===== src/rtl/sense_logic_combiner.sv =====
module sense_logic_combiner #(
  parameter logic [7:0] OP0_ADDR  = 8'h1C,
  parameter logic [7:0] OP1_ADDR  = 8'h21,
  parameter logic [7:0] SEL0_ADDR = 8'h1E,
  parameter logic [7:0] SEL1_ADDR = 8'h23
) (
  input  logic       clk,
  input  logic       rst,
  input  logic       we,
  input  logic [7:0] addr,
  input  logic [7:0] wdata,
  output logic [7:0] rdata,
  input  logic [1:0] pin_en,
  input  logic [1:0] status,
  output logic [1:0] dout
);

  logic [1:0] en_q, inv_q, and_q;
  logic [1:0] sel0_q, sel1_q;
  logic [1:0] nxt;

  function automatic logic combine(logic [1:0] st, logic [1:0] m, logic use_and, logic inv);
    logic r;
    if (m == 2'b00)   r = 1'b0;
    else if (use_and) r = &(st | ~m);
    else              r = |(st & m);
    return r ^ inv;
  endfunction

  assign nxt[0] = en_q[0] ? combine(status, sel0_q, and_q[0], inv_q[0]) : status[0];
  assign nxt[1] = en_q[1] ? combine(status, sel1_q, and_q[1], inv_q[1]) : status[1];

  always_ff @(posedge clk) begin
    if (rst) begin
      en_q   <= '0;
      inv_q  <= '0;
      and_q  <= '0;
      sel0_q <= 2'b01;
      sel1_q <= 2'b10;
      dout   <= '0;
    end else begin
      if (we) begin
        if (addr == OP0_ADDR && pin_en[0]) begin
          en_q[0]  <= wdata[7];
          inv_q[0] <= wdata[1];
          and_q[0] <= wdata[0];
        end
        if (addr == OP1_ADDR && pin_en[1]) begin
          en_q[1]  <= wdata[7];
          inv_q[1] <= wdata[1];
          and_q[1] <= wdata[0];
        end
        if (addr == SEL0_ADDR) sel0_q <= wdata[1:0];
        if (addr == SEL1_ADDR) sel1_q <= wdata[1:0];
      end
      dout <= nxt;
    end
  end

  always_comb begin
    rdata = 8'h00;
    if (addr == OP0_ADDR)       rdata = {en_q[0], 5'b0, inv_q[0], and_q[0]};
    else if (addr == OP1_ADDR)  rdata = {en_q[1], 5'b0, inv_q[1], and_q[1]};
    else if (addr == SEL0_ADDR) rdata = {6'b0, sel0_q};
    else if (addr == SEL1_ADDR) rdata = {6'b0, sel1_q};
  end

endmodule


===== config.mk =====
export PLATFORM = sky130hd
export DESIGN_NAME = sense_logic_combiner
export DESIGN_NICKNAME = d
export VERILOG_FILES = /design/src/rtl/sense_logic_combiner.sv
export SDC_FILE = /design/constraint.sdc
export NUM_CORES = 1
export LEC_CHECK = 0
export BUFFER_PORTS_ARGS = -buffer_cell sky130_fd_sc_hd__buf_2
export CAP_MARGIN = 20
export CORE_MARGIN = 4
export CORE_UTILIZATION = 49
export DETAILED_ROUTE_END_ITERATION = 16
export GPL_ROUTABILITY_DRIVEN = 0
export PLACE_DENSITY = 0.82
export SETUP_SLACK_MARGIN = 0.5
export SLEW_MARGIN = 5
export SYNTH_ARGS = -nofsm -noshare
export SYNTH_HDL_FRONTEND = slang
export SYNTH_SLANG_ARGS = --single-unit

===== constraint.sdc =====
create_clock -name clk -period 3.7 [get_ports clk]
set_input_delay 0.74 -clock clk [delete_from_list [all_inputs] [get_ports clk]]
set_output_delay 0.74 -clock clk [all_outputs]
set_load 0.005 [all_outputs]

After elaboration in Yosys (flattened, before gate mapping)
Index checks and enable logic that the tools add are counted.
{ "classes": {"muxes": 10, "eq_ne": 4, "bitwise_logic": 8, "reduce_logical": 12} }
{ "ops": {"columns": ["op", "n"], "rows": [
  ["$eq 8x5->1 const B", 2],
  ["$eq 8x6->1 const B", 2],
  ["$mux 8", 2],
  ["$reduce_and 2->1", 6],
  ["$mux 1", 6],
  ["$and 2x2->2", 2],
  ["$logic_not 2->1", 2],
  ["$mux 2", 2],
  ["$not 2->2", 2],
  ["$or 2x2->2", 2],
  ["$reduce_or 2->1", 2],
  ["$logic_and 1x1->1", 2],
  ["$xor 1x1->1", 2]
]} }
{ "totals": {"wordCells": 43, "reg_bits": 12} }

Depth between registers and ports, before layout
Gate-level depths: netlist of the first run.
{ "logic_depth": {"depth_word": 7, "ltp_mapped": 5, "mapped_depth_nobuf": 4} }

Worst setup path after synthesis of the first run
No wires, ideal clock.
{ "synth_path": {"kind": "input to output", "from": "input addr[7]", "to": "output rdata[0]", "t_arrival_ps": 1916, "t_required_ps": 2960, "n_path_buf": 0, "setup_slack_ps": 1044, "cell_stages": 4, "path_cell_list": "or4b_4 or2_2 o32ai_1 a21oi_1"} }
{ "synth_via": {"elab_chain_len": 5, "word_cells_on_any_way": 8} }
{ "synth_rtl": {"columns": ["item", "line_no", "source"], "rows": [
  ["from (decl)", "10", "input logic [7:0] addr,"],
  ["$eq 8x6->1", "65", "else if (addr == SEL1_ADDR) rdata = {6'b0, sel1_q};"],
  ["$mux 2", "65", null],
  ["$mux 2", "64", "else if (addr == SEL0_ADDR) rdata = {6'b0, sel0_q};"],
  ["$mux 8", "63", "else if (addr == OP1_ADDR) rdata = {en_q[1], 5'b0, inv_q[1], and_q[1]};"],
  ["$mux 8 (*)", "62", "if (addr == OP0_ADDR) rdata = {en_q[0], 5'b0, inv_q[0], and_q[0]};"],
  ["to (decl)", "12", "output logic [7:0] rdata,"]
]} }
Mark *: on every way between the ends. The rest lies on a longest branch, timed or not.

Worst setup path after layout of the first run
{ "layout_path": {"from": "input addr[7]", "to": "output rdata[1]"} }
Same word-level chain as after synthesis.

==> impl_metrics.csv, run 1 <==
group,metric,value,unit
sta,max_freq,335,MHz
worst_setup_path,worstPathRequired,2.96,ns
synth,netlist_area,759,um2
status,outcome,"complete, no violations",
grt,antenna_found_initial,0,
clocking,postCtsSetupBuffers,0,
cells_and_area,diodes,0,
synth,synthCells,89,
die,pin_count,33,
die,floorplan.core_area,0.00138,mm2
sta,period_share,80.7,%
die,dieArea,0.00224,mm2
grt,grt_max_degree,17,
worst_setup_path,reg2reg_depth,4,
synth,synth-edff-count,0,
grt,use_met3,6.90,%
worst_setup_path,worstPathArrival,2.25,ns
worst_setup_path,critPathKind,"in2out",
cells_and_area,final_nets,134,
synth,synthArstFlopShare,0,%
grt,use_met2,23.5,%
clocking,insertion_delay,0.28,ns
worst_setup_path,cp_slowest_cell,"or4b_4",
route,drtAntennaViolNets,0,
cells_and_area,multi_input_area,469,um2
route,drt_wl_total,1680,um
synth,synth_ff_type,"dfxtp_1",
synth,synth_area_leaders,"dfxtp_1, mux2i_1, o32ai_1",
worst_setup_path,rr_endpoint,"dout[1]$_SDFF_PP0_",
worst_setup_path,rr_startpoint,"sel1_q[0]$_SDFFE_PP0P_",
die,start_util,54.9,%
clocking,clk_path_buf_depth,2,
power_and_ir_drop,max-vdd-ir-drop,0.246,mV
synth,ys_warn_count,0,
worst_setup_path,end_kind,"output pin",
cells_and_area,fillers,121,
placed_design,port_buffers,22,
clocking,cts_sinks,12,
die,dieWidth,47.4,um
route,viasPerCell,5.78,
clocking,cts_buffers,3,
worst_setup_path,critical_path_buf_inv_count,2,
cells_and_area,final_core_util,64.1,%
cells_and_area,drive_above_1_share,29.1,%
clocking,cts_tree,"built",
clocking,htreeDepth,1,
sta,slew_violations,0,
hold_path,holdPathEnd,"and_q[1]$_SDFFE_PP0P_",
route,drc,0,
grt,overflow,0,
worst_setup_path,critPathMaxFanout,4,
clocking,cts_resized,0,
worst_setup_path,r2r_slack,2.38,ns
synth,yosysMostFrequentCell,"dfxtp_1",
worst_setup_path,crit_top_cell,"buf_2",
route,vias,722,
sta,final_hold_viol_count,0,
placed_design,hpwlAfterDp,1320,um
hold_path,hold_path.class,"reg2reg",
sta,fin_skew,0.00610,ns
cells_and_area,area_growth,16.6,%
grt,busiest_layer,"met2",
die,fp-row-count,13,
synth,ys_seq_elements,12,
synth,synthDistinctLibCells,29,
sta,rsz0062_at_grt,"no",
sta,fin_crit,2.99,ns
sta,setup_violations,0,
power_and_ir_drop,power.leakage,0.000371,uW
route,drtIter0Drc,13,
die,die_h,47.4,um
clocking,hold_buffers,0,
job,max_cap_violations,0,
cells_and_area,seq_area,240,um2
synth,syn_area_per_cell,8.53,um2
worst_setup_path,start_kind,"input pin",
route,routedWlPerCell,13.4,um
worst_setup_path,crit_chain,"buf_2 -> or4b_4 -> or2_2 -> o32ai_1 -> a21oi_1 -> buf_2",
grt,grt_pass1_wl,2510,um
grt,grtUsageMet1,21.2,%
synth,ys_top_cells_by_count,"dfxtp_1, nor2_1, mux2i_1, nor3_1",
clocking,cts.clk_slew.worst_paths,0.07,ns
synth,synth_top_area_share,31.6,%
sta,max_slew_margin,63.8,%
route,firstDrtPassIters,4,
sta,fin_setup_tns,0,ns
synth,yosysTopAreaCell,"dfxtp_1",
worst_setup_path,critPathMaxStageDelay,0.57,ns
grt,track_usage,16.5,%
clocking,cts-root-buf,"clkbuf_4",
sta,worst_pin_slew,0.535,ns
hold_path,worstHoldPathCells,2,
power_and_ir_drop,powerDensity,301,mW/mm2
worst_setup_path,critical_path.top_delay_family,"simple AND/OR/NAND/NOR gates",
hold_path,min_from,"and_q[1]$_SDFFE_PP0P_",
synth,synth-seq-area-share,31.6,%
grt,grt_pass1_vias,593,
-- metrics by stage --
| stage | total power, uW | instances | hold slack [ns] | setup slack (ns) | area [um2] |
|---|---|---|---|---|---|
| global placement | 163 | 121 | 0.527 | 0.738 | 850 |
| finish | 267 | 125 | 0.553 | 0.715 | 886 |
| detailed placement | 164 | 121 | 0.536 | 0.726 | 850 |
| global route | 283 | 125 | 0.573 | 0.597 | 886 |
| floorplan | 153 | 93 | 0.485 | 1.04 | 774 |
| CTS | 271 | 125 | 0.557 | 0.732 | 886 |
-- cells by family (layout without fill, tap and decap cells) --
| group | count (synthesis) | in the layout | share of synthesized area (%) |
|---|---|---|---|
| multiplexers | 8 | 8 | 10.5 |
| AO/OA/AOI/OAI | 16 | 16 | 16.8 |
| flip-flops | 12 | 12 | 31.6 |
| other | 1 | 5 | 0.494 |
| buffers and inverters | 12 | 29 | 8.57 |
| AND/OR/NAND/NOR | 40 | 40 | 32.0 |
-- registers in the layout (all words and copies together), names as in the netlist --
signal,cells
and_q,2
dout,2
en_q,2
inv_q,2
sel0_q,2
sel1_q,2
-- how the worst max path moves through the flow --
stage / endpoint / cells after the start / start / slack (ns)
after floorplan: rdata[0] / 4 / addr[7] / 1.04
after global placement: rdata[1] / 6 / addr[7] / 0.74
after detailed placement: rdata[1] / 6 / addr[7] / 0.73
after CTS: rdata[1] / 6 / addr[7] / 0.73
after global routing: rdata[1] / 6 / addr[7] / 0.60
final: rdata[1] / 6 / addr[7] / 0.71
-- report_power, final --
| group | switching, uW | leakage, uW | internal, uW |
|---|---|---|---|
| logic | 17.2 | 0.000253 | 13.4 |
| clock network | 45.8 | 0.0000210 | 59.9 |
| registers | 0.318 | 0.0000973 | 130 |
-- routing by layer --
metal	vias to the layer above	wire [um]
met5	-	0
met3	6	129
met2	26	797
li1	362	-
met1	328	725
met4	0	28
-- placed cells by master (no fill, tap or decap), types with 3 or more instances in the layout --
cell / count
nand2_1: 4
inv_1: 3
nor3b_1: 3
nor2_1: 10
nor2b_1: 4
o32ai_1: 5
nor3_1: 6
a211o_1: 3
buf_2: 22
dfxtp_1: 12
nor2_2: 3
conb_1: 5
mux2i_1: 8
clkbuf_4: 3
-- area by class of cell --
class                           count  share of cell area [%]
Tap cell                           15                    2.12
Timing Repair Buffer               22                    12.4
Multi-Input combinational cell     69                    53.0
Inverter                            3                    1.27
Sequential cell                    12                    27.1
Clock buffer                        4                    4.10
-- worst register-to-register path, delay by kind of cell (launching register included) --
family / cells / cell delay (ns)
AOI/OAI and AO/OA: 2 / 0.63
and+or+nand+nor: 2 / 0.25
DFF: 1 / 0.36
No activity file was read; power rests on OpenSTA's default activity.
==> inputs of run 2 (changes only) <==
Settings changed: ABC_AREA set to 1, CORE_UTILIZATION 49 to 47, PLACE_DENSITY 0.82 to 0.77.
Clock period 3.7 ns to 2.8 ns, I/O delays scaled along.
==> impl_metrics.csv, run 2 <==
group,metric,value,unit
die,dieWidth,50.8,um
cells_and_area,final_common_cell,"nand2_1",
clocking,hold_buffers,0,
grt,grt_max_degree,10,
synth,synthDistinctLibCells,18,
route,viasPerCell,4.78,
die,fp-row-count,15,
cells_and_area,area_growth,15.6,%
cells_and_area,final_core_util,57.5,%
clocking,cts.clk_slew.worst_paths,0.07,ns
sta,rsz0062_at_grt,"no",
clocking,htreeDepth,1,
grt,grt_pass1_wl,3330,um
synth,synth_top_area_share,27.9,%
synth,syn_area_per_cell,6.18,um2
sta,fin_crit,2.01,ns
placed_design,dp_cells,184,
synth,synth-seq-area-share,27.9,%
power_and_ir_drop,powerDensity,333,mW/mm2
worst_setup_path,worstPathArrival,1.45,ns
clocking,cts_resized,0,
cells_and_area,final_nets,187,
synth,ys_seq_elements,12,
power_and_ir_drop,power.leakage,0.000523,uW
cells_and_area,fin_cells,187,
grt,antenna_found_initial,0,
route,drc,0,
clocking,clk_path_buf_depth,2,
route,firstDrtPassIters,4,
synth,ys_top_cells_by_count,"nand2_1, inv_1, nor2_1, dfxtp_1, nand3_1",
grt,overflow,0,
die,dieArea,0.00258,mm2
route,drt_wl_total,1940,um
sta,setup_violations,0,
worst_setup_path,worstPathRequired,2.24,ns
synth,ys_warn_count,0,
synth,yosysTopAreaCell,"dfxtp_1",
die,start_util,49.8,%
synth,yosysMostFrequentCell,"nand2_1",
sta,final_hold_viol_count,0,
worst_setup_path,end_kind,"output pin",
sta,fin_skew,0.000259,ns
synth,netlist_area,860,um2
clocking,cts_tree,"built",
hold_path,hold_path.class,"reg2reg",
placed_design,hpwlAfterDp,1630,um
placed_design,place_area,971,um2
synth,synthArstFlopShare,0,%
cells_and_area,diodes,0,
route,drtAntennaViolNets,0,
synth,synth_area_leaders,"dfxtp_1, nand2_1, inv_1",
worst_setup_path,r2r_slack,1.73,ns
placed_design,port_buffers,22,
sta,fin_setup_tns,0,ns
cells_and_area,finalInstanceArea,993,um2
die,pin_count,33,
sta,period_share,71.8,%
clocking,insertion_delay,0.27,ns
route,vias,893,
die,die_h,50.8,um
worst_setup_path,critPathMaxFanout,7,
sta,max_freq,497,MHz
cells_and_area,mostFrequentLayoutCells,"nand2_1, buf_2, inv_1, nor2_1",
grt,grt_pass1_vias,797,
clocking,cts-root-buf,"clkbuf_4",
worst_setup_path,critPathKind,"in2out",
clocking,cts_sinks,12,
route,drtIter0Drc,36,
sta,slew_violations,0,
die,floorplan.core_area,0.00173,mm2
power_and_ir_drop,max-vdd-ir-drop,0.285,mV
route,routedWlPerCell,10.4,um
worst_setup_path,start_kind,"input pin",
clocking,postCtsSetupBuffers,0,
cells_and_area,drive_above_1_share,23.5,%
job,max_cap_violations,0,
grt,track_usage,16.6,%
status,outcome,"complete, no violations",
synth,synthCells,139,
clocking,cts_buffers,3,
synth,synth_ff_type,"dfxtp_1",
synth,synth-edff-count,0,
==> run 2: per-layer routing <==
layer	vias up	wire length (um)	global-route usage [%]
li1	471	-	-
met1	397	809	19.6
met2	23	1010	29.6
met3	2	113	5.93
met4	0	8	1.35
met5	-	0	0
==> run 2: where the power goes <==
part | total (uW) | switching, uW | internal (uW) | leakage [uW]
sequential | 173 | 0.444 | 172 | 0.0000973
clock | 104 | 54.1 | 49.9 | 0.0000138
combinational | 53.8 | 35.2 | 18.6 | 0.000412
==> run 2: cell families after synthesis <==
logic type	after synthesis	share of synthesized area (%)
AOI/OAI and AO/OA	7	4.51
buffers and inverters	26	14.0
DFF	12	27.9
other	1	0.436
and+or+nand+nor	93	53.1
==> run 2: critical path, stage by stage <==
cell and delay (ns):
buf_2 0.09, inv_1 0.06, nand2_1 0.08, nor2_4 0.22, nand3_1 0.12, o21ai_0 0.17, buf_2 0.14
==> run 2: final cells by class <==
| cell class | instances | area, um2 |
|---|---|---|
| timing repair buffer | 22 | 110 |
| tap | 25 | 31.3 |
| clock buffer | 3 | 22.5 |
| inverter | 20 | 75.1 |
| multi-input combinational | 105 | 514 |
| fill | 184 | 733 |
| sequential | 12 | 240 |
==> run 2: path summary, 6_finish.rpt <==
kind	from	to	cells past startpoint
worst min register to register	sel0_q[0]$_SDFFE_PP1P_	sel0_q[0]$_SDFFE_PP1P_	2
worst max-delay path	addr[5]	rdata[7]	7
worst max register to register	sel0_q[1]$_SDFFE_PP0P_	dout[0]$_SDFF_PP0_	7
worst min-delay path	sel0_q[0]$_SDFFE_PP1P_	sel0_q[0]$_SDFFE_PP1P_	2
==> run 2: metrics by stage <==
| stage | power [uW] | setup WS, ns | hold WS (ns) |
|---|---|---|---|
| 5_1_grt | 349 | 0.697 | 0.520 |
| 3_5_place_dp | 230 | 0.788 | 0.482 |
| 6_report | 331 | 0.789 | 0.497 |
| 2_1_floorplan | 212 | 1.07 | 0.458 |
| 3_3_place_gp | 229 | 0.810 | 0.481 |
| 4_1_cts | 331 | 0.792 | 0.494 |
==> inputs of run 3 (changes only) <==
Settings changed: CORE_UTILIZATION 47 to 43, PLACE_DENSITY 0.77 to 0.74.
Clock period 2.8 ns to 1.75 ns, I/O delays scaled along.
==> impl_metrics.csv, run 3 (same netlist as run 2, synthesis figures left out) <==
group,metric,value,unit
status,outcome,"complete, no violations",
die,dieWidth,52.7,um
clocking,hold_buffers,0,
sta,final_hold_viol_count,0,
grt,track_usage,18.0,%
die,dieArea,0.00278,mm2
worst_setup_path,reg2reg_depth,7,
route,viasPerCell,4.92,
worst_setup_path,crit_chain,"buf_8 -> inv_2 -> nand2_2 -> nor2_4 -> nand3_2 -> o21ai_1 -> buf_2",
route,drt_wl_total,2360,um
worst_setup_path,rr_startpoint,"sel0_q[1]$_SDFFE_PP0P_",
power_and_ir_drop,power.leakage,0.000600,uW
route,wl_met3,119,um
power_and_ir_drop,seq_power_share,49.6,%
route,routedWlPerCell,12.0,um
job,max_cap_violations,0,
worst_setup_path,critical_path_buf_inv_count,3,
route,met2_length,1260,um
route,drtAntennaViolNets,0,
clocking,cts_sinks,12,
worst_setup_path,worstPathRequired,1.40,ns
hold_path,hold_path.class,"in2reg",
grt,overflow,0,
placed_design,port_buffers,22,
clocking,insertion_delay,0.26,ns
worst_setup_path,worstPathArrival,1.14,ns
route,vias,969,
grt,grt_pass1_vias,916,
cells_and_area,diodes,0,
die,pin_count,33,
die,start_util,47.7,%
route,wl_met1,970,um
worst_setup_path,r2r_slack,0.70,ns
cells_and_area,finalInstanceArea,0.00118,mm2
power_and_ir_drop,p_sw,155,uW
power_and_ir_drop,max-vdd-ir-drop,0.570,mV
hold_path,worstHoldPathCells,2,
grt,antenna_found_initial,0,
sta,fin_ws,0.256,ns
sta,fin_crit,1.49,ns
sta,fin_setup_tns,0,ns
clocking,cts.clk_slew.worst_paths,0.07,ns
sta,rsz0062_at_grt,"yes",
cells_and_area,seq_area,240,um2
grt,grt_max_degree,10,
clocking,cts_buffers,3,
power_and_ir_drop,p_clk_share,29.4,%
placed_design,pre_cts_slack,0.147,ns
worst_setup_path,critPathMaxStageDelay,0.22,ns
hold_path,min_from,"rst",
sta,setup_violations,0,
grt,grt_pass1_wl,3780,um
route,firstDrtPassIters,4,
cells_and_area,multi_input_area,572,um2
sta,max_freq,669,MHz
die,die_h,52.7,um
route,routed.top_layer,"met4",
worst_setup_path,end_kind,"output pin",
worst_setup_path,start_kind,"input pin",
power_and_ir_drop,internal-power,403,uW
sta,slew_violations,0,
cells_and_area,fillers,168,
placed_design,hpwlAfterDp,1690,um
clocking,clk_path_buf_depth,2,
cells_and_area,drive_above_1_share,35.5,%
cells_and_area,final_nets,197,
power_and_ir_drop,comb_power_share,21.0,%
worst_setup_path,critPathKind,"in2out",
clocking,cts-root-buf,"clkbuf_4",
power_and_ir_drop,powerDensity,473,mW/mm2
worst_setup_path,critPathMaxFanout,7,
sta,fin_skew,0.000473,ns
cells_and_area,area_growth,37.1,%
route,drc,0,
die,floorplan.core_area,0.00180,mm2
placed_design,place_area,978,um2
worst_setup_path,critical_path.top_delay_family,"simple AND/OR/NAND/NOR gates",
worst_setup_path,rr_endpoint,"dout[0]$_SDFF_PP0_",
cells_and_area,final_common_cell,"nand2_1",
hold_path,holdPathEnd,"sel1_q[0]$_SDFFE_PP0P_",
worst_setup_path,cp_slowest_cell,"nor2_4",
cells_and_area,mostFrequentLayoutCells,"nand2_1, inv_1, nor2_1, buf_2, dfxtp_1",
sta,period_share,85.4,%
clocking,htreeDepth,1,
die,fp-row-count,15,
route,drtIter0Drc,31,
power_and_ir_drop,swShare,27.7,%
clocking,cts_tree,"built",
-- run 3: worst max path at each step --
stage,start,to,slack [ns],depth (start not counted)
floorplan,addr[5],rdata[7],0.50,6
global placement,addr[7],rdata[7],0.21,7
detailed placement,addr[3],rdata[0],0.15,7
CTS,addr[2],rdata[0],0.26,7
global route,addr[1],rdata[7],0.18,7
finish,addr[7],rdata[7],0.26,7
-- run 3: final cells by class --
type	instances	share of cell area, %
Inverter	20	6.79
Timing Repair Buffer	32	19.7
Clock buffer	3	1.91
Multi-Input combinational cell	105	48.5
Tap cell	25	2.65
Sequential cell	12	20.4
-- run 3: per-stage QoR --
step           hold slack, ns  power, uW  utilization (%)  cells
5_1_grt                 0.299        593             65.4    197
3_5_place_dp            0.493        370             54.3    184
4_1_cts                 0.294        556             62.3    192
3_3_place_gp            0.483        367             54.3    184
2_1_floorplan           0.412        340                -    143
6_report                0.296        558             65.4    197
-- run 3: power groups by stage --
stage / Combinational [uW] / Sequential (uW) / Clock, uW
floorplan: 56.5 / 283 / 0
global placement: 84.4 / 283 / 0
global route: 129 / 277 / 187
finish: 117 / 276 / 164
detailed placement: 87.2 / 283 / 0
CTS: 110 / 276 / 170
-- run 3: metal layers --
| layer | track usage (%) | vias to the layer above |
|---|---|---|
| li1 | - | 492 |
| met1 | 20.5 | 442 |
| met2 | 32.0 | 33 |
| met3 | 5.70 | 2 |
| met4 | 4.26 | 0 |
| met5 | 0 | - |
-- run 3: what timing repair did --
item,4_1_cts,5_1_grt
setup buffers,5,5
pin swaps,12,10
endpoints found under the setup margin,3,3
endpoints found under the hold margin,0,0
gates resized for setup,27,5
